==> src/rtl/gpio_altport_pkg.sv <==
package gpio_altport_pkg;
  localparam int OPT_W       = 2;
  localparam int OPT_OUT_BIT = 0;
  localparam int OPT_IN_BIT  = 1;

  typedef enum logic [1:0] {
    SEL_NONE = 2'd0,
    SEL_DATA = 2'd1,
    SEL_DIR  = 2'd2,
    SEL_OPT  = 2'd3
  } reg_sel_e;
endpackage

==> src/rtl/gpio_regbank.sv <==
module gpio_regbank
  import gpio_altport_pkg::*;
#(
  parameter int                WIDTH     = 8,
  parameter int                ADDR_W    = 8,
  parameter logic [ADDR_W-1:0] DATA_ADDR = 'h03,
  parameter logic [ADDR_W-1:0] DIR_ADDR  = 'h07,
  parameter logic [ADDR_W-1:0] OPT_ADDR  = 'h0B
) (
  input  logic              clk,
  input  logic              rst,
  input  logic [ADDR_W-1:0] bus_addr,
  input  logic              bus_wr,
  input  logic [WIDTH-1:0]  bus_wdata,
  input  logic [WIDTH-1:0]  pin_sync,
  output logic [WIDTH-1:0]  data_q,
  output logic [WIDTH-1:0]  dir_q,
  output logic [OPT_W-1:0]  opt_q,
  output logic [WIDTH-1:0]  bus_rdata
);
  reg_sel_e         sel;
  logic [WIDTH-1:0] rd_next;

  always_comb begin
    sel = SEL_NONE;
    if (bus_addr == DATA_ADDR)     sel = SEL_DATA;
    else if (bus_addr == DIR_ADDR) sel = SEL_DIR;
    else if (bus_addr == OPT_ADDR) sel = SEL_OPT;
  end

  // Data latch: deliberately outside reset
  always_ff @(posedge clk) begin
    if (bus_wr && sel == SEL_DATA) data_q <= bus_wdata;
  end

  always_ff @(posedge clk) begin
    if (rst) begin
      dir_q <= '0;
      opt_q <= '0;
    end else if (bus_wr) begin
      if (sel == SEL_DIR) dir_q <= bus_wdata;
      if (sel == SEL_OPT) opt_q <= bus_wdata[OPT_W-1:0];
    end
  end

  always_comb begin
    rd_next = '0;
    case (sel)
      SEL_DATA: rd_next = (dir_q & data_q) | (~dir_q & pin_sync);
      SEL_DIR:  rd_next = dir_q;
      SEL_OPT:  rd_next[OPT_W-1:0] = opt_q;
      default:  rd_next = '0;
    endcase
  end

  always_ff @(posedge clk) begin
    if (rst) bus_rdata <= '0;
    else     bus_rdata <= rd_next;
  end

  p_dir_cleared_r3: assert property (@(posedge clk) disable iff (rst)
    $past(rst) |-> (dir_q == '0 && opt_q == '0));

  p_unmapped_nowrite_r10: assert property (@(posedge clk) disable iff (rst)
    (!$past(rst) && $past(bus_wr) && $past(sel) == SEL_NONE)
      |-> (dir_q == $past(dir_q) && opt_q == $past(opt_q) && data_q == $past(data_q)));

  p_unmapped_read_r10: assert property (@(posedge clk) disable iff (rst)
    (!$past(rst) && $past(sel) == SEL_NONE) |-> bus_rdata == '0);

  p_dir_readback_r2: assert property (@(posedge clk) disable iff (rst)
    (!$past(rst) && $past(sel) == SEL_DIR) |-> bus_rdata == $past(dir_q));
endmodule

==> src/rtl/gpio_insync.sv <==
module gpio_insync #(
  parameter int WIDTH  = 8,
  parameter int STAGES = 2
) (
  input  logic             clk,
  input  logic             rst,
  input  logic [WIDTH-1:0] pad_in,
  output logic [WIDTH-1:0] pin_sync
);
  logic [STAGES-1:0][WIDTH-1:0] stg;

  always_ff @(posedge clk) begin
    if (rst) begin
      stg <= '0;
    end else begin
      stg[0] <= pad_in;
      for (int s = 1; s < STAGES; s++) stg[s] <= stg[s-1];
    end
  end

  assign pin_sync = stg[STAGES-1];

  p_sync_chain_r5: assert property (@(posedge clk) disable iff (rst)
    !$past(rst) |-> stg[0] == $past(pad_in));
endmodule

==> src/rtl/gpio_padmux.sv <==
module gpio_padmux
  import gpio_altport_pkg::*;
#(
  parameter int WIDTH       = 8,
  parameter int ALT_OUT_PIN = 2,
  parameter int ALT_IN_PIN  = 3
) (
  input  logic             clk,
  input  logic             rst,
  input  logic [WIDTH-1:0] data_q,
  input  logic [WIDTH-1:0] dir_q,
  input  logic [OPT_W-1:0] opt_q,
  input  logic             alt_out_i,
  input  logic             alt_in_raw,
  output logic [WIDTH-1:0] pad_oe,
  output logic [WIDTH-1:0] pad_out,
  output logic             alt_in_o
);
  logic [WIDTH-1:0] oe_n;
  logic [WIDTH-1:0] out_n;
  logic             take_out;
  logic             take_in;

  assign take_out = opt_q[OPT_OUT_BIT];
  assign take_in  = opt_q[OPT_IN_BIT];

  for (genvar g = 0; g < WIDTH; g++) begin : g_pin
    if (g == ALT_OUT_PIN) begin : g_alt_out
      assign oe_n[g]  = take_out | dir_q[g];
      assign out_n[g] = take_out ? alt_out_i : data_q[g];
    end else if (g == ALT_IN_PIN) begin : g_open_drain
      assign oe_n[g]  = !take_in && dir_q[g] && !data_q[g];
      assign out_n[g] = 1'b0;
    end else begin : g_plain
      assign oe_n[g]  = dir_q[g];
      assign out_n[g] = data_q[g];
    end
  end

  always_ff @(posedge clk) begin
    if (rst) begin
      pad_oe   <= '0;
      pad_out  <= '0;
      alt_in_o <= 1'b1;
    end else begin
      pad_oe   <= oe_n;
      pad_out  <= out_n;
      alt_in_o <= take_in ? alt_in_raw : 1'b1;
    end
  end

  p_altout_drive_r7: assert property (@(posedge clk) disable iff (rst)
    (!$past(rst) && $past(take_out))
      |-> (pad_oe[ALT_OUT_PIN] && pad_out[ALT_OUT_PIN] == $past(alt_out_i)));

  p_od_low_only_r9: assert property (@(posedge clk) disable iff (rst)
    pad_oe[ALT_IN_PIN] |-> !pad_out[ALT_IN_PIN]);

  p_altin_release_r8: assert property (@(posedge clk) disable iff (rst)
    (!$past(rst) && $past(take_in)) |-> !pad_oe[ALT_IN_PIN]);

  p_altin_idle_r8: assert property (@(posedge clk) disable iff (rst)
    (!$past(rst) && !$past(take_in)) |-> alt_in_o);
endmodule

==> src/rtl/gpio_altport.sv <==
module gpio_altport
  import gpio_altport_pkg::*;
#(
  parameter int                WIDTH       = 8,
  parameter int                ADDR_W      = 8,
  parameter int                SYNC_STAGES = 2,
  parameter int                ALT_OUT_PIN = 2,
  parameter int                ALT_IN_PIN  = 3,
  parameter logic [ADDR_W-1:0] DATA_ADDR   = 'h03,
  parameter logic [ADDR_W-1:0] DIR_ADDR    = 'h07,
  parameter logic [ADDR_W-1:0] OPT_ADDR    = 'h0B
) (
  input  logic              clk,
  input  logic              rst,
  input  logic [ADDR_W-1:0] bus_addr,
  input  logic              bus_wr,
  input  logic [WIDTH-1:0]  bus_wdata,
  output logic [WIDTH-1:0]  bus_rdata,
  input  logic              alt_out_i,
  output logic              alt_in_o,
  input  logic [WIDTH-1:0]  pad_in,
  output logic [WIDTH-1:0]  pad_oe,
  output logic [WIDTH-1:0]  pad_out
);
  logic [WIDTH-1:0] data_q;
  logic [WIDTH-1:0] dir_q;
  logic [OPT_W-1:0] opt_q;
  logic [WIDTH-1:0] pin_sync;

  gpio_insync #(.WIDTH(WIDTH), .STAGES(SYNC_STAGES)) u_sync (
    .clk(clk), .rst(rst), .pad_in(pad_in), .pin_sync(pin_sync)
  );

  gpio_regbank #(
    .WIDTH(WIDTH), .ADDR_W(ADDR_W),
    .DATA_ADDR(DATA_ADDR), .DIR_ADDR(DIR_ADDR), .OPT_ADDR(OPT_ADDR)
  ) u_regs (
    .clk(clk), .rst(rst), .bus_addr(bus_addr), .bus_wr(bus_wr),
    .bus_wdata(bus_wdata), .pin_sync(pin_sync), .data_q(data_q),
    .dir_q(dir_q), .opt_q(opt_q), .bus_rdata(bus_rdata)
  );

  gpio_padmux #(
    .WIDTH(WIDTH), .ALT_OUT_PIN(ALT_OUT_PIN), .ALT_IN_PIN(ALT_IN_PIN)
  ) u_mux (
    .clk(clk), .rst(rst), .data_q(data_q), .dir_q(dir_q), .opt_q(opt_q),
    .alt_out_i(alt_out_i), .alt_in_raw(pin_sync[ALT_IN_PIN]),
    .pad_oe(pad_oe), .pad_out(pad_out), .alt_in_o(alt_in_o)
  );
endmodule

==> config.mk <==
export PLATFORM = sky130hd
export DESIGN_NAME = gpio_altport
export DESIGN_NICKNAME = d
export VERILOG_FILES = /design/src/rtl/gpio_altport_pkg.sv /design/src/rtl/gpio_regbank.sv /design/src/rtl/gpio_insync.sv /design/src/rtl/gpio_padmux.sv /design/src/rtl/gpio_altport.sv
export SDC_FILE = /design/constraint.sdc
export NUM_CORES = 1
export LEC_CHECK = 0
export ABC_AREA = 1
export BUFFER_PORTS_ARGS = -buffer_cell sky130_fd_sc_hd__buf_2
export CORE_UTILIZATION = 44
export DETAILED_ROUTE_END_ITERATION = 7
export HOLD_SLACK_MARGIN = 0.02
export PLACE_DENSITY = 0.7
export SLEW_MARGIN = 0
export SYNTH_ARGS = -nofsm -noshare
export SYNTH_HDL_FRONTEND = slang
export SYNTH_SLANG_ARGS = --single-unit
==> constraint.sdc <==
create_clock -name clk -period 2.2 [get_ports clk]
set_input_delay 0.44 -clock clk [delete_from_list [all_inputs] [get_ports clk]]
set_output_delay 0.44 -clock clk [all_outputs]
set_load 0.005 [all_outputs]
==> metrics.log <==
[metrics] min Tclk post-route: between 1 and 1.5 ns
[metrics] Netlist cell types: 23
[metrics] clock-pin slew on the worst setup and hold paths: 0.06 ns
[metrics] Post-synth top flop: sky130_fd_sc_hd__dfxtp_1
[metrics] worst slew margin relative to its limit: between 60% and 70%
[metrics] routed length per instance: 9.796 um
[metrics] Sw Pwr: about 0.42 mW
[metrics] number of CTS-inserted buffers: 9
[metrics] WL met2: about 1.5 mm
[metrics] overflow left after global routing: 0
[metrics] outcome: completed
[metrics] clock tree buffer depth: 2
[metrics] number of detailed-route iterations in the first pass: 4
[metrics] dpl ws: between 0.6 and 0.7 ns
[metrics] internal power contribution: ~1.7 mW
[metrics] netlist area before placement: a little over 2000 sq um
[metrics] Reg power frac: between 50% and 60%
[metrics] fraction of final layout cells sized beyond drive strength 1: 24.26%
[metrics] part of the cycle the worst path needs: 55.47%
[metrics] average cell area after synthesis: about 8.4 sq um
[metrics] Arr. time, crit path: between 1 and 1.5 ns
[metrics] Mapped Nets: approximately 270
[metrics] vias per cell: ~4.3
[metrics] 1st-iter DRT viols: 89
[metrics] post-detailed-routing wire length: about 3.5 mm
[metrics] slowest library cell on the worst path: sky130_fd_sc_hd__and3_1
[metrics] clock share of power: between 40% and 50%
[metrics] clock network latency to the later pin of the worst-skew pair: about 0.32 ns
[metrics] leakage dissipation: approximately 1.3 nW
[metrics] # diodes: 0
[metrics] Final Max Slew Viols: 0
[metrics] critical path peak fanout: 8
[metrics] count of flip-flops with a built-in enable after synthesis: 8
[metrics] synthesized instance count: 246
[metrics] met1 wire length: between 1.5 and 2 mm
[metrics] number of placed I/O pins: 53
[metrics] Post-Route Utilization: between 50% and 60%
[metrics] top cell type's share of synthesized area: between 40% and 50%
[metrics] antenna violations before repair: 0
[metrics] first-pass GRT wire length: about 6 mm
[metrics] yosys synthesis warning count: 0
[metrics] delay of the slowest cell on the worst path: 0.40 ns
[metrics] Gates resized, CTS repair: 0
[metrics] CTS tree: done
[metrics] share of async-settable or async-resettable flops after synthesis: 0%
[metrics] H-tree lvl count: 3
[metrics] Final Skew: 0.005746 ns
[metrics] clock sink total: 58
[metrics] number of failing setup endpoints in the final timing report: 0
[metrics] overall routing resource usage: between 10% and 20%
[metrics] transition time at the pin with the least slew margin: around 0.5 ns
[metrics] total buffers and inverters traversed by the critical path: 2
[metrics] initial core utilization: a little under half
[metrics] area delta synth->final: 22.92%
[metrics] PD cells: between 800 and 900 nW/um^2
[metrics] post-synthesis sequential area ratio: slightly above 60%
[metrics] list of most frequent post-synthesis cells: 51 x sky130_fd_sc_hd__nor2_1, 50 x sky130_fd_sc_hd__dfxtp_1, 48 x sky130_fd_sc_hd__nand2_1
[metrics] overall power: between 2 and 2.5 mW
[metrics] unrepaired setup endpoints after global routing: false
[metrics] Hold Path Class: in2reg
[metrics] Chip Width: roughly 70 um
[metrics] number of global-route vias before repair: between 1,000 and 1,500
[metrics] hold buffer count at CTS: 0
[metrics] crit end category: register
[metrics] cell taking the most area after synthesis: sky130_fd_sc_hd__dfxtp_1
[metrics] Site Rows: 24
[metrics] Critical Path Source Type: input pin
[metrics] DIE AREA: between 4000 and 5000 sq um
[metrics] total of flip-flops plus latches after synthesis: 58
[metrics] die height: approximately 70 um
[metrics] Post-layout nets: 329
[metrics] setup_tns: 0 ns
[metrics] Maximum Capacitance Violations: 0
[metrics] pin count of the biggest net entering global routing: 34
[metrics] worst supply voltage drop on vdd: about 440 uV
[metrics] final hold violations: 0
[metrics] switching part of the total power: 19.96%
[metrics] critical path, cell by cell: buf_2, inv_1, nand2_1, nor2_2, and3_1
[metrics] DPL Wire Length: 2.388 mm
[metrics] DRC violation count after routing: 0
[metrics] area occupied by registers: 1241 sq um
[metrics] most area-consuming cells after synthesis: sky130_fd_sc_hd__dfxtp_1 49%, sky130_fd_sc_hd__edfxtp_1 12%, sky130_fd_sc_hd__nor2_1 9.3%, sky130_fd_sc_hd__nand2_1 8.8%, sky130_fd_sc_hd__inv_1 7.1%
[metrics] share of total power in combinational logic: under 10%
[metrics] top layer reached by signal wires: met4
[metrics] met3 wirelength from detailed routing: 216 um
[metrics] post-route ant nets: 0
[metrics] most frequent cell after synthesis: sky130_fd_sc_hd__nor2_1
[metrics] Worst path top cell family by delay: simple AND/OR/NAND/NOR gates
[metrics] area of the core: approximately 4400 sq um
[metrics] CP Class: in2reg
[metrics] number of vias in the routed layout: ~1,500
[metrics] Post CTS Setup Buffer Count: 0
[metrics] weighted congestion at the end of routability-driven global placement: just under 0.8
[metrics] combined area of the multi-input logic cells: between 600 and 700 sq um
[metrics] upper clock frequency limit: about 0.82 GHz
[metrics] worst endpoint required time: 2.19 ns
[metrics] Clock Root Buffer: sky130_fd_sc_hd__clkbuf_8
[metrics] port bufs: 51
[metrics] number of filler instances in the final layout: a little over 400
[metrics] worst setup slack after layout: 0.9797 ns
power by group through the flow:
stage,combinational [mW],clock [mW],sequential [mW]
finish,0.0847,0.941,1.10
global route,0.0983,1.01,1.10
CTS,0.0857,0.965,1.10
detailed placement,0.0852,0,1.12
global placement,0.0839,0,1.12
floorplan,0.0470,0,1.12
sequential cells by signal (all words and copies together), names as in the netlist:
signal / count
u_mux.pad_oe: 8
u_regs.opt_q: 2
u_regs.dir_q: 8
u_regs.data_q: 8
u_sync.stg: 8
u_mux.alt_in_o: 1
u_mux.pad_out: 7
u_sync.pin_sync: 8
u_regs.bus_rdata: 8
area by class of cell:
class                   count  area share (%)
clock buffers              12           6.133
clock inverters             3           1.533
inverters                  42           6.231
flip-flops and latches     58           49.06
repair buffers             53           10.68
multi-input cells         137           23.79
well taps                  52           2.572
cell usage in the layout (no fill, tap or decap):
master / instances
sky130_fd_sc_hd__clkbuf_1: 1
sky130_fd_sc_hd__nand3_4: 1
sky130_fd_sc_hd__dfxtp_1: 50
sky130_fd_sc_hd__nor4_1: 1
sky130_fd_sc_hd__clkinv_2: 1
sky130_fd_sc_hd__inv_1: 39
sky130_fd_sc_hd__and2_1: 1
sky130_fd_sc_hd__inv_2: 2
sky130_fd_sc_hd__nor2_2: 1
sky130_fd_sc_hd__a21oi_1: 4
sky130_fd_sc_hd__nor2_1: 51
sky130_fd_sc_hd__nand2_2: 2
sky130_fd_sc_hd__clkinv_1: 2
sky130_fd_sc_hd__buf_4: 2
sky130_fd_sc_hd__nor2_8: 1
sky130_fd_sc_hd__and3_1: 1
sky130_fd_sc_hd__conb_1: 1
sky130_fd_sc_hd__nand3_1: 19
sky130_fd_sc_hd__bufinv_16: 1
sky130_fd_sc_hd__edfxtp_1: 8
sky130_fd_sc_hd__buf_2: 51
sky130_fd_sc_hd__o21ai_0: 5
sky130_fd_sc_hd__nand2_1: 48
sky130_fd_sc_hd__clkbuf_8: 11
sky130_fd_sc_hd__nor2_4: 1
final timing paths:
kind	start	endpoint	slack, ns	depth (start not counted)
max	bus_addr[2]	u_regs.data_q[5]	0.98	5
min	bus_wdata[5]	u_regs.data_q[5]	0.31	1
max reg2reg	u_regs.dir_q[0]	u_regs.bus_rdata[0]	1.28	7
min reg2reg	u_sync.stg[4]	u_sync.pin_sync[4]	0.40	2
stage by stage:
stage,hold WS [ns],instances,cell area (sq um)
final,0.3112,357,2530
after global routing,0.2909,357,2530
after CTS,0.2986,357,2530
after detailed placement,0.3922,342,2336
after global placement,0.3894,342,2336
after floorplan,0.3883,246,2058
kinds of logic (layout without fill, tap and decap cells):
| family | after synthesis | after routing | share of synthesized area (%) |
|---|---|---|---|
| flip-flops | 58 | 58 | 60.30 |
| other | 1 | 1 | 0.1822 |
| buffers and inverters | 51 | 110 | 10.46 |
| AND/OR/NAND/NOR | 127 | 127 | 26.87 |
| AO/OA/AOI/OAI | 9 | 9 | 2.188 |
worst register-to-register path: cells and delay by family, from the launching register on:
kind | cells | cell delay (ns)
and+or+nand+nor | 5 | 0.32
buffers and inverters | 2 | 0.13
DFF | 1 | 0.37
metal layers:
metal | up-vias | GRT usage, %
met5 | - | 0
met4 | 0 | 11.56
met3 | 8 | 5.195
met2 | 47 | 22.75
met1 | 635 | 19.37
li1 | 839 | -
Note: power is estimated with default switching activity, not from simulation.
